[config.mk]
export PLATFORM = sky130hd
export DESIGN_NAME = dual_interval_timer
export DESIGN_NICKNAME = d
export VERILOG_FILES = /design/src/rtl/dit_pkg.sv /design/src/rtl/dit_timer.sv /design/src/rtl/dit_ctrl.sv /design/src/rtl/dit_datapath.sv /design/src/rtl/dual_interval_timer.sv
export SDC_FILE = /design/constraint.sdc
export NUM_CORES = 1
export LEC_CHECK = 0
export ABC_AREA = 1
export BUFFER_PORTS_ARGS = -buffer_cell sky130_fd_sc_hd__buf_4
export CORE_ASPECT_RATIO = 0.8
export CORE_MARGIN = 2
export CORE_UTILIZATION = 55
export CTS_CLUSTER_SIZE = 14
export DETAILED_ROUTE_END_ITERATION = 10
export PLACE_DENSITY_LB_ADDON = 0.1
export SYNTH_ARGS = -nofsm -noshare
export SYNTH_HDL_FRONTEND = slang
export SYNTH_SLANG_ARGS = --single-unit
[constraint.sdc]
create_clock -name clk -period 2.02 [get_ports clk]
set_clock_uncertainty 0.2 [all_clocks]
set_input_delay 0.606 -clock clk [delete_from_list [all_inputs] [get_ports clk]]
set_output_delay 0.606 -clock clk [all_outputs]
set_load 0.01 [all_outputs]
[src/rtl/dit_pkg.sv]
package dit_pkg;
  localparam int BYTE_W = 8;
  localparam int CNT_W  = 2 * BYTE_W;
  localparam int ADDR_W = 4;

  localparam logic [ADDR_W-1:0] A_T1_CNT_LO = 4'd0;
  localparam logic [ADDR_W-1:0] A_T1_CNT_HI = 4'd1;
  localparam logic [ADDR_W-1:0] A_T1_LAT_LO = 4'd2;
  localparam logic [ADDR_W-1:0] A_T1_LAT_HI = 4'd3;
  localparam logic [ADDR_W-1:0] A_T2_CNT_LO = 4'd4;
  localparam logic [ADDR_W-1:0] A_T2_CNT_HI = 4'd5;
  localparam logic [ADDR_W-1:0] A_MODE      = 4'd6;

  typedef struct packed {
    logic              t1LoWr;
    logic              t1CntHiWr;
    logic              t1LatHiWr;
    logic              t2LoWr;
    logic              t2CntHiWr;
    logic              modeWr;
    logic [BYTE_W-1:0] wrByte;
  } dit_strobe_t;
endpackage

[src/rtl/dit_timer.sv]
module dit_timer
  import dit_pkg::*;
#(
  parameter bit HAS_RELOAD = 1'b0
) (
  input  logic              clk,
  input  logic              rstN,
  input  logic              loLatWr,
  input  logic              hiLatWr,
  input  logic              hiCntWr,
  input  logic              contMode,
  input  logic [BYTE_W-1:0] wrByte,
  output logic [CNT_W-1:0]  cnt,
  output logic [CNT_W-1:0]  latch,
  output logic              irq
);
  logic armed;
  logic wrapNow;
  logic freeRun;

  assign freeRun = HAS_RELOAD && contMode;
  assign irq     = (cnt == '0) && (armed || freeRun);

  always_ff @(posedge clk) begin
    if (!rstN) begin
      latch   <= '1;
      cnt     <= '1;
      armed   <= 1'b0;
      wrapNow <= 1'b0;
    end else begin
      if (loLatWr) latch[BYTE_W-1:0] <= wrByte;
      if (hiLatWr || hiCntWr) latch[CNT_W-1:BYTE_W] <= wrByte;
      if (hiCntWr) begin
        cnt     <= {wrByte, latch[BYTE_W-1:0]};
        armed   <= 1'b1;
        wrapNow <= 1'b0;
      end else begin
        cnt     <= (freeRun && wrapNow) ? latch : cnt - CNT_W'(1);
        wrapNow <= (cnt == '0);
        if (irq) armed <= 1'b0;
      end
    end
  end
endmodule

[src/rtl/dit_ctrl.sv]
module dit_ctrl
  import dit_pkg::*;
(
  input  logic              wrEn,
  input  logic [ADDR_W-1:0] addr,
  input  logic [BYTE_W-1:0] wrData,
  input  logic [CNT_W-1:0]  t1Cnt,
  input  logic [CNT_W-1:0]  t1Latch,
  input  logic [CNT_W-1:0]  t2Cnt,
  input  logic [BYTE_W-1:0] modeReg,
  output dit_strobe_t       strobes,
  output logic [BYTE_W-1:0] rdData
);
  always_comb begin
    strobes           = '0;
    strobes.wrByte    = wrData;
    strobes.t1LoWr    = wrEn && (addr == A_T1_CNT_LO || addr == A_T1_LAT_LO);
    strobes.t1CntHiWr = wrEn && (addr == A_T1_CNT_HI);
    strobes.t1LatHiWr = wrEn && (addr == A_T1_LAT_HI);
    strobes.t2LoWr    = wrEn && (addr == A_T2_CNT_LO);
    strobes.t2CntHiWr = wrEn && (addr == A_T2_CNT_HI);
    strobes.modeWr    = wrEn && (addr == A_MODE);
  end

  always_comb begin
    case (addr)
      A_T1_CNT_LO: rdData = t1Cnt[BYTE_W-1:0];
      A_T1_CNT_HI: rdData = t1Cnt[CNT_W-1:BYTE_W];
      A_T1_LAT_LO: rdData = t1Latch[BYTE_W-1:0];
      A_T1_LAT_HI: rdData = t1Latch[CNT_W-1:BYTE_W];
      A_T2_CNT_LO: rdData = t2Cnt[BYTE_W-1:0];
      A_T2_CNT_HI: rdData = t2Cnt[CNT_W-1:BYTE_W];
      A_MODE:      rdData = modeReg;
      default:     rdData = '0;
    endcase
  end
endmodule

[src/rtl/dit_datapath.sv]
module dit_datapath
  import dit_pkg::*;
#(
  parameter int MODE_BIT = 6
) (
  input  logic              clk,
  input  logic              rstN,
  input  dit_strobe_t       strobes,
  output logic [CNT_W-1:0]  t1Cnt,
  output logic [CNT_W-1:0]  t1Latch,
  output logic [CNT_W-1:0]  t2Cnt,
  output logic [BYTE_W-1:0] modeReg,
  output logic              t1Irq,
  output logic              t2Irq
);
  localparam int N_TMR = 2;

  logic [N_TMR-1:0]            loWr, hiLatWr, hiCntWr, contSel, irqVec;
  logic [N_TMR-1:0][CNT_W-1:0] cntVec, latVec;

  always_ff @(posedge clk) begin
    if (!rstN) modeReg <= '0;
    else if (strobes.modeWr) modeReg <= strobes.wrByte;
  end

  assign loWr    = {strobes.t2LoWr, strobes.t1LoWr};
  assign hiLatWr = {1'b0, strobes.t1LatHiWr};
  assign hiCntWr = {strobes.t2CntHiWr, strobes.t1CntHiWr};
  assign contSel = {1'b0, modeReg[MODE_BIT]};

  for (genvar gi = 0; gi < N_TMR; gi++) begin : g_tmr
    dit_timer #(.HAS_RELOAD(gi == 0)) u_tmr (
      .clk     (clk),
      .rstN    (rstN),
      .loLatWr (loWr[gi]),
      .hiLatWr (hiLatWr[gi]),
      .hiCntWr (hiCntWr[gi]),
      .contMode(contSel[gi]),
      .wrByte  (strobes.wrByte),
      .cnt     (cntVec[gi]),
      .latch   (latVec[gi]),
      .irq     (irqVec[gi])
    );
  end

  assign t1Cnt   = cntVec[0];
  assign t1Latch = latVec[0];
  assign t2Cnt   = cntVec[1];
  assign t1Irq   = irqVec[0];
  assign t2Irq   = irqVec[1];
endmodule

[src/rtl/dual_interval_timer.sv]
module dual_interval_timer
  import dit_pkg::*;
#(
  parameter int MODE_BIT = 6
) (
  input  logic              clk,
  input  logic              rstN,
  input  logic              wrEn,
  input  logic [ADDR_W-1:0] addr,
  input  logic [BYTE_W-1:0] wrData,
  output logic [BYTE_W-1:0] rdData,
  output logic              t1Irq,
  output logic              t2Irq
);
  dit_strobe_t       strobes;
  logic [CNT_W-1:0]  t1Cnt, t1Latch, t2Cnt;
  logic [BYTE_W-1:0] modeReg;

  dit_ctrl u_ctrl (
    .wrEn   (wrEn),
    .addr   (addr),
    .wrData (wrData),
    .t1Cnt  (t1Cnt),
    .t1Latch(t1Latch),
    .t2Cnt  (t2Cnt),
    .modeReg(modeReg),
    .strobes(strobes),
    .rdData (rdData)
  );

  dit_datapath #(.MODE_BIT(MODE_BIT)) u_dp (
    .clk    (clk),
    .rstN   (rstN),
    .strobes(strobes),
    .t1Cnt  (t1Cnt),
    .t1Latch(t1Latch),
    .t2Cnt  (t2Cnt),
    .modeReg(modeReg),
    .t1Irq  (t1Irq),
    .t2Irq  (t2Irq)
  );
endmodule

==> results of run 1 <==
worst max-delay path by stage:
| stage | cells past startpoint | slack, ns | to | from |
|---|---|---|---|---|
| after detailed placement | 8 | -0.47 | rdData[3] | addr[1] |
| after floorplan | 7 | -0.08 | rdData[1] | addr[2] |
| after CTS | 9 | -0.34 | rdData[0] | addr[3] |
| final | 8 | -0.37 | rdData[2] | addr[2] |
| after global routing | 8 | -0.41 | rdData[2] | addr[2] |
| after global placement | 8 | -0.47 | rdData[3] | addr[1] |
worst register-to-register path, stage by stage, from the launching register on:
cell and delay, ns:
dfxtp_1 0.32, buf_4 0.14, nor2_1 0.18, nand2_1 0.08, nor2_1 0.36, nand2_1 0.13, nand2_1 0.09, nand3_1 0.07
nand2_1 0.07, nand2_1 0.04
where the power goes:
part	switching [mW]	leakage (nW)	internal, mW	total, mW
registers	0.0324	0.544	1.36	1.40
clock network	0.549	0.100	0.573	1.12
logic	0.264	1.80	0.193	0.457
state kept, by name (all words and copies together), names as in the netlist:
signal and flops:
u_dp.g_tmr.u_tmr.cnt 32, u_dp.g_tmr.u_tmr.latch 24, u_dp.modeReg 8, u_dp.g_tmr.u_tmr.armed 2, u_dp.g_tmr.u_tmr.wrapNow 1
cells in the mapped netlist:
cell type and n:
a21oi_1 48, and2_1 1, buf_2 1, buf_4 3
buf_6 4, clkbuf_1 7, clkinv_1 1, dfxtp_1 67
ha_1 3, inv_1 79, inv_2 4, inv_4 1
nand2_1 133, nand2_2 3, nand2_4 2, nand3_1 38
nand4_1 4, nor2_1 68, nor2_2 1, nor2_4 7
nor2_8 1, nor3_1 3, o211ai_1 19, o211ai_2 4
o21ai_0 31, o21ai_1 5, o21ai_2 1, o21bai_1 1
o22ai_1 19, xnor2_1 1, xor2_1 7
cell families after synthesis:
logic type	Yosys count	synth area share, %
buf+inv	100	11.2
simple gates	261	30.3
compound gates	128	19.9
flops	67	35.7
xor+xnor	8	1.87
fa+ha+maj	3	1.00
metal layers:
layer / routed length (um) / global-route usage (%) / vias to the layer above
met1: 5390 / 51.9 / 1872
li1: - / - / 1998
met4: 158 / 7.75 / 0
met2: 5350 / 50.3 / 207
met3: 1270 / 7.57 / 15
met5: 0 / 0 / -
layout make-up:
type / count / area share (%)
multi-input cells: 400 / 46.1
clock buffers: 10 / 2.62
clock inverters: 6 / 1.36
inverters: 85 / 6.76
well taps: 84 / 2.16
flip-flops and latches: 67 / 27.7
repair buffers: 76 / 13.3
repair_timing:
item / CTS / global route
endpoints found under the setup margin: 10 / 10
gates resized for setup: 55 / 21
buffers inserted: 13 / 2
pin swaps: 23 / 19
per-stage QoR:
stage	instances	instance area (um2)	power, mW	setup slack [ns]
5_1_grt	728	4870	3.08	-0.406
3_3_place_gp	697	4280	1.80	-0.466
3_5_place_dp	697	4280	1.80	-0.471
2_1_floorplan	567	3770	1.62	-0.0792
4_1_cts	726	4760	2.94	-0.337
6_report	728	4870	2.98	-0.372
==> impl_metrics.ini, run 1 <==
[power]
ir_drop_v = 0.000434
power_leakage_nw = 2.45
powerDensity_nw_per_um2 = 611

[logic_synthesis]
synth.area.top_cells = dfxtp_1 (36%), nand2_1 (13%), inv_1 (7.9%)
synthCells = 567
seq_area_frac_synth_pct = 35.7
avgSynthCellArea_um2 = 6.62
synth_top_area_share_pct = 35.7
synth_seq_cells = 67
synth_nets = 585
yosys_warnings = 0
yosysUniqueCellTypes = 31
synth_area_um2 = 3750
synth_largest_area_cell = dfxtp_1

[detailed_routing]
remaining_drc_errors = 0
drt-initial-drc-count = 494
routedWlPerCell_um = 16.7
vias = 4092
detail_route.vias_per_cell = 5.62
wirelength_um = 12200
drt_pass1_iterations = 5
ant_nets = 0

[sta]
final-max-slew-violation-count = 0
period_share_pct = 118
period_needed_ns = 2.39
rsz0062_at_grt = yes
fmax_mhz = 418
fin_setup_tns_ns = -3.25
setup_viol = 10
layout_setup_ws_ns = -0.372
hold_ws_ns = 0.258
hold_violations = 0
slew_headroom_pct = 69.7
tightest_slew_ns = 0.453

[setup_path]
critPathMaxFanout = 8
r2r-end = u_dp.g_tmr[0].u_tmr.cnt[15]
path_cells = buf_8, nor2_4, buf_6, nand3_4, o21ai_2, nor2_1, nand2_1, buf_4
critical_path_required_ns = 1.21
reg2reg_depth = 9
timing.rr.start = u_dp.g_tmr[0].u_tmr.cnt[5]
cp.buffers_inverters = 3
max_stage_delay_ns = 0.17
cpLargestDelayFamily = simple AND/OR/NAND/NOR gates
critPathCaptureType = output port
slowest_stage = nor2_4
rrSetupSlack_ns = 0.25
startpoint_type = primary input
criticalPathCategory = in -> out
critPathArrivalTime_ns = 1.59

[job]
drv_cap = 0

[worst_hold_path]
min_from = u_dp.modeReg[2]
hold_path.class = reg -> reg
hold_path_end = u_dp.modeReg[2]
hold-path-cell-count = 2

[final_layout]
diodes = 0
layout.nets = 657
final_common_cell = nand2_1
fill_cells = 526
drive_gt1_share_pct = 26.2
multi_input_area_um2 = 2240
fin_util_pct = 74.8
area_growth_syn_to_layout_pct = 29.6
seq_area_um2 = 1350
layout_common_cells = nand2_1 (128), inv_1 (71), buf_4 (65)

[clock_tree]
cts.sinks = 67
htreeDepth = 3
clk_latency_ns = 0.35
root_buffer = clkbuf_8
ctsHoldBuffers = 0
clk_path_buf_depth = 2
numCtsBuffers = 9
path_clk_slew_ns = 0.08
cts_tree = built

[placed_design]
hpwl_um = 8960
globalplace.congestion = 0.972
numPortBuffers = 24

[global_route]
grt_max_degree = 27
antenna_found_initial = 0
grt_pass1_vias = 3718
grt_overflow = 0
grt_pass1_wl_um = 19400
grt_use_total_pct = 34.5

[floorplan]
die_y_um = 77.9
initial_core_util_pct = 57.7
dieArea_um2 = 7510
rows = 26
core_area_um2 = 6510
io_pins = 25
die_x_um = 96.4

[run_status]
violations = setup timing
status = finished with violations
Note: power is estimated with default switching activity, not from simulation.
==> run 2, diff against run 1 <==
==> constraint.sdc (replaced) <==
create_clock -name clk -period 2.02 [get_ports clk]
set_clock_uncertainty 0.2 [all_clocks]
set_input_delay 0.303 -clock clk [delete_from_list [all_inputs] [get_ports clk]]
set_output_delay 0.303 -clock clk [all_outputs]
set_load 0.01 [all_outputs]
==> impl_metrics.ini, run 2 (synthesis gave the netlist of run 1 again) <==
[final_layout]
reg.largest.list = u_dp.g_tmr.u_tmr.cnt (32), u_dp.g_tmr.u_tmr.latch (24), u_dp.modeReg (8)
area_growth_syn_to_layout_pct = 17.1
layout_common_cells = nand2_1 (130), inv_1 (75), dfxtp_1 (60)
fin_util_pct = 67.6
final_common_cell = nand2_1
multi_input_area_um2 = 2110
seq_area_um2 = 1350
drive_gt1_share_pct = 18.0
fill_cells = 595
layout.nets = 622
diodes = 0
regMostFlops = u_dp.g_tmr.u_tmr.cnt
largest_reg_flops = 32

[clock_tree]
numCtsBuffers = 9
cts.sinks = 67
root_buffer = clkbuf_8
clk_path_buf_depth = 2
path_clk_slew_ns = 0.07
htreeDepth = 3
cts_tree = built
clk_latency_ns = 0.36

[setup_path]
slowest_stage = o22ai_2
critPathArrivalTime_ns = 1.47
r2r-end = u_dp.g_tmr[0].u_tmr.cnt[12]
critPathMaxFanout = 8
criticalPathCategory = in -> out
path_cells = buf_4, nor2_4, buf_4, nand2_1, o22ai_2, nor2_1, nand2_1, buf_4
startpoint_type = primary input
cp_common_cell = buf_4
cp.buffers_inverters = 3
path_depth = 8
rrSetupSlack_ns = 0.23
cpLargestDelayFamily = simple AND/OR/NAND/NOR gates
critPathCaptureType = output port
timing.rr.start = u_dp.g_tmr[0].u_tmr.cnt[0]
reg2reg_depth = 10
critical_path_required_ns = 1.52
max_stage_delay_ns = 0.26

[global_route]
grt_pass1_vias = 3423
grt_use_total_pct = 30.7
grt_pass1_wl_um = 17400
antenna_found_initial = 0
grt_overflow = 0
grt_max_degree = 27

[worst_hold_path]
hold_path_end = u_dp.g_tmr[1].u_tmr.cnt[9]
hold_path.class = in -> reg
min_from = wrData[1]
hold-path-cell-count = 3

[sta]
hold_violations = 0
setup_viol = 0
fmax_mhz = 507
rsz0062_at_grt = yes
tightest_slew_ns = 0.542
hold_ws_ns = 0.00554
slew_headroom_pct = 63.7
period_needed_ns = 1.97
period_share_pct = 97.7
final-max-slew-violation-count = 0

[run_status]
status = finished clean

[power]
power_leakage_nw = 2.18
finalPower_mw = 2.93
ir_drop_v = 0.000365
powerDensity_nw_per_um2 = 666

[floorplan]
die_x_um = 96.4
core_area_um2 = 6510
initial_core_util_pct = 57.7
dieArea_um2 = 7510
die_y_um = 77.9
rows = 26
io_pins = 25

[placed_design]
numPortBuffers = 24
hpwl_um = 8300
globalplace.congestion = 0.922

[job]
drv_cap = 0

[detailed_routing]
ant_nets = 0
wirelength_um = 11300
routedWlPerCell_um = 16.3
remaining_drc_errors = 0
vias = 3930
drt-initial-drc-count = 461
drt_pass1_iterations = 7
detail_route.vias_per_cell = 5.69
run 2: metrics by stage:
stage	cells	setup TNS [ns]	setup slack (ns)	cell area, um2
floorplan	567	0	0.414	3750
global placement	669	0	0.0796	4010
detailed placement	669	0	0.0795	4010
CTS	685	0	0.00449	4280
global route	691	-0.0855	-0.0855	4400
finish	691	0	0.0471	4400
run 2: final cells by class:
class / count / share of cell area (%)
Tap cell: 84 / 2.39
Clock buffer: 12 / 3.76
Inverter: 85 / 7.31
Timing Repair Buffer: 41 / 7.06
Multi-Input combinational cell: 400 / 48.0
Sequential cell: 67 / 30.7
Clock inverter: 2 / 0.797
run 2: timing repair:
item	4_1_cts	5_1_grt
endpoints found under the setup margin	2	8
pin swaps	5	10
hold buffers	1	0
endpoints found under the hold margin	1	0
resized for setup	18	24
buffers inserted	1	6
run 2: tightest hold or removal path, stage by stage:
cell and delay (ns):
buf_4 0.10, a21oi_1 0.06, nand2_1 0.06
run 2: worst max path at each step:
stage / endpoint / slack, ns / from
3_3_place_gp: rdData[2] / 0.08 / addr[3]
6_report: rdData[2] / 0.05 / addr[3]
4_1_cts: t1Irq / 0.004 / u_dp.g_tmr[0].u_tmr.cnt[1]
2_1_floorplan: rdData[5] / 0.41 / addr[3]
3_5_place_dp: rdData[7] / 0.08 / addr[3]
5_1_grt: t1Irq / -0.09 / u_dp.g_tmr[0].u_tmr.cnt[0]
run 2: per-layer routing:
| layer | wire length [um] | GRT usage (%) | part of all wire, % | vias to the layer above |
|---|---|---|---|---|
| met5 | 0 | 0 | 0 | - |
| met4 | 114 | 6.90 | 1.0 | 0 |
| met3 | 1090 | 9.81 | 9.6 | 16 |
| met2 | 4780 | 42.3 | 42 | 198 |
| met1 | 5280 | 46.2 | 47 | 1798 |
| li1 | - | - | - | 1918 |
run 2: where the power goes:
group          switching [mW]  total (mW)  internal, mW  leakage [nW]
sequential             0.0396        1.40          1.36         0.544
clock                   0.512        1.17         0.656         0.104
combinational           0.221       0.356         0.135          1.53
total                   0.773        2.93          2.16          2.18
==> run 3, diff against run 2 <==
- CORE_UTILIZATION: 55 -> 45
==> impl_metrics.ini, run 3 (synthesis gave the netlist of run 1 again) <==
[run_status]
status = finished clean

[sta]
fin_setup_tns_ns = 0
slew_headroom_pct = 61.4
layout_setup_ws_ns = 0.0104
setup_viol = 0
rsz0062_at_grt = yes
period_share_pct = 99.5
tightest_slew_ns = 0.577
period_needed_ns = 2.01
hold_ws_ns = 0.00761
final-max-slew-violation-count = 0
hold_violations = 0
fmax_mhz = 498

[power]
power_leakage_nw = 2.22
ir_drop_v = 0.000476
powerDensity_nw_per_um2 = 713

[final_layout]
fill_cells = 769
multi_input_area_um2 = 2090
seq_area_um2 = 1350
drive_gt1_share_pct = 18.2
largest_reg_flops = 32
final_common_cell = nand2_1
diodes = 0
layout.nets = 630
area_growth_syn_to_layout_pct = 20.6
fin_util_pct = 56.5
regMostFlops = u_dp.g_tmr.u_tmr.cnt
reg.largest.list = u_dp.g_tmr.u_tmr.cnt (32), u_dp.g_tmr.u_tmr.latch (24), u_dp.modeReg (8)
fin_area_um2 = 4530
layout_common_cells = nand2_1 (130), inv_1 (75), dfxtp_1 (63)

[detailed_routing]
detail_route.vias_per_cell = 5.37
drt-initial-drc-count = 345
remaining_drc_errors = 0
vias = 3892
wirelength_um = 11500
ant_nets = 0
drt_pass1_iterations = 6
routedWlPerCell_um = 15.9

[floorplan]
rows = 29
dieArea_um2 = 9100
initial_core_util_pct = 46.8
core_area_um2 = 8020
die_x_um = 106
io_pins = 25
die_y_um = 85.7

[global_route]
grt_pass1_wl_um = 18200
grt_overflow = 0
met2_usage_pct = 36.9
grt_busiest_layer = met1
grt_pass1_vias = 3376
use_met3_pct = 5.17
grtUsageMet1_pct = 40.7
grt_use_total_pct = 26.4
antenna_found_initial = 0
grt_max_degree = 32

[setup_path]
criticalPathCategory = reg -> out
critPathArrivalTime_ns = 1.51
slowest_stage = dfxtp_2
cp.buffers_inverters = 2
critPathCaptureType = output port
critical_path_required_ns = 1.52
critPathMaxFanout = 3
max_stage_delay_ns = 0.33
path_cells = inv_2, ha_4, nand3_4, nor2_4, nand4_1, nor2_1, buf_4
startpoint_type = flop
cpLargestDelayFamily = simple AND/OR/NAND/NOR gates

[clock_tree]
clk_path_buf_depth = 2
htreeDepth = 3
clk_latency_ns = 0.35
cts.sinks = 67
numCtsBuffers = 9
path_clk_slew_ns = 0.07
cts_tree = built
root_buffer = clkbuf_8

[placed_design]
dpl_cell_area_um2 = 4050
numPortBuffers = 24
hpwl_um = 8490
post-place-ws_ns = 0.0972
globalplace.congestion = 0.973

[job]
drv_cap = 0

[worst_hold_path]
hold_path.class = in -> reg
[run 3: cell count changes in the layout (fill, tap and decap cells not counted), moves of 2 or more]
cell | before | now
nor2_4 | 12 | 10
nor2_1 | 56 | 58
buf_4 | 40 | 46
bufinv_16 | 1 | 3
dfxtp_2 | 7 | 4
dlygate4sd3_1 | 1 | 3
o21ai_1 | 7 | 5
dfxtp_1 | 60 | 63
o21ai_0 | 29 | 31
[run 3: final timing paths]
kind	start	endpoint	cells after the start	slack [ns]
worst min register to register	u_dp.modeReg[0]	u_dp.modeReg[0]	2	0.26
worst min-delay path	wrData[3]	u_dp.g_tmr[1].u_tmr.cnt[11]	3	0.008
worst max-delay path	u_dp.g_tmr[0].u_tmr.cnt[0]	t1Irq	7	0.01
worst max register to register	u_dp.g_tmr[0].u_tmr.cnt[0]	u_dp.g_tmr[0].u_tmr.wrapNow	11	0.11
[run 3: metrics by stage]
step	std cells	total power [mW]
after global routing	725	3.34
after floorplan	567	1.61
after global placement	694	1.75
final	725	3.23
after CTS	723	3.23
after detailed placement	694	1.76
[run 3: what timing repair did]
action | 4_1_cts | 5_1_grt
endpoints found under the hold margin | 2 | 1
pin swaps | 6 | 6
cloned | 0 | 0
buffers inserted | 11 | 1
hold buffers | 2 | 1
setup endpoints to repair | 2 | 10
resized for setup | 21 | 11
[run 3: metal layers]
metal  routed length, um  part of all wire [%]
met3                 993                   8.6
met5                   0                     0
met4                 139                   1.2
met1                5730                    50
met2                4680                    41
[run 3: area by class of cell]
type                    count  area share (%)
clock buffers              12            3.65
clock inverters             4            2.10
inverters                  85            7.10
multi-input cells         400            46.1
flip-flops and latches     67            29.7
well taps                 108            2.99
repair buffers             49            8.29
[run 3: worst register-to-register path: stages (launching register included)]
cell     delay (ns)
dfxtp_2        0.33
inv_2          0.07
ha_4           0.16
nand3_4        0.10
nor2_4         0.10
nand4_1        0.13
buf_4          0.17
buf_4          0.12
buf_4          0.12
buf_4          0.12
buf_4          0.12
nor3_1         0.11
[run 3: where the power goes]
group | switching (mW) | internal, mW | total, mW | leakage (nW)
registers | 0.0357 | 1.36 | 1.40 | 0.545
logic | 0.230 | 0.143 | 0.373 | 1.55
clock network | 0.534 | 0.919 | 1.45 | 0.133
total | 0.799 | 2.43 | 3.23 | 2.22
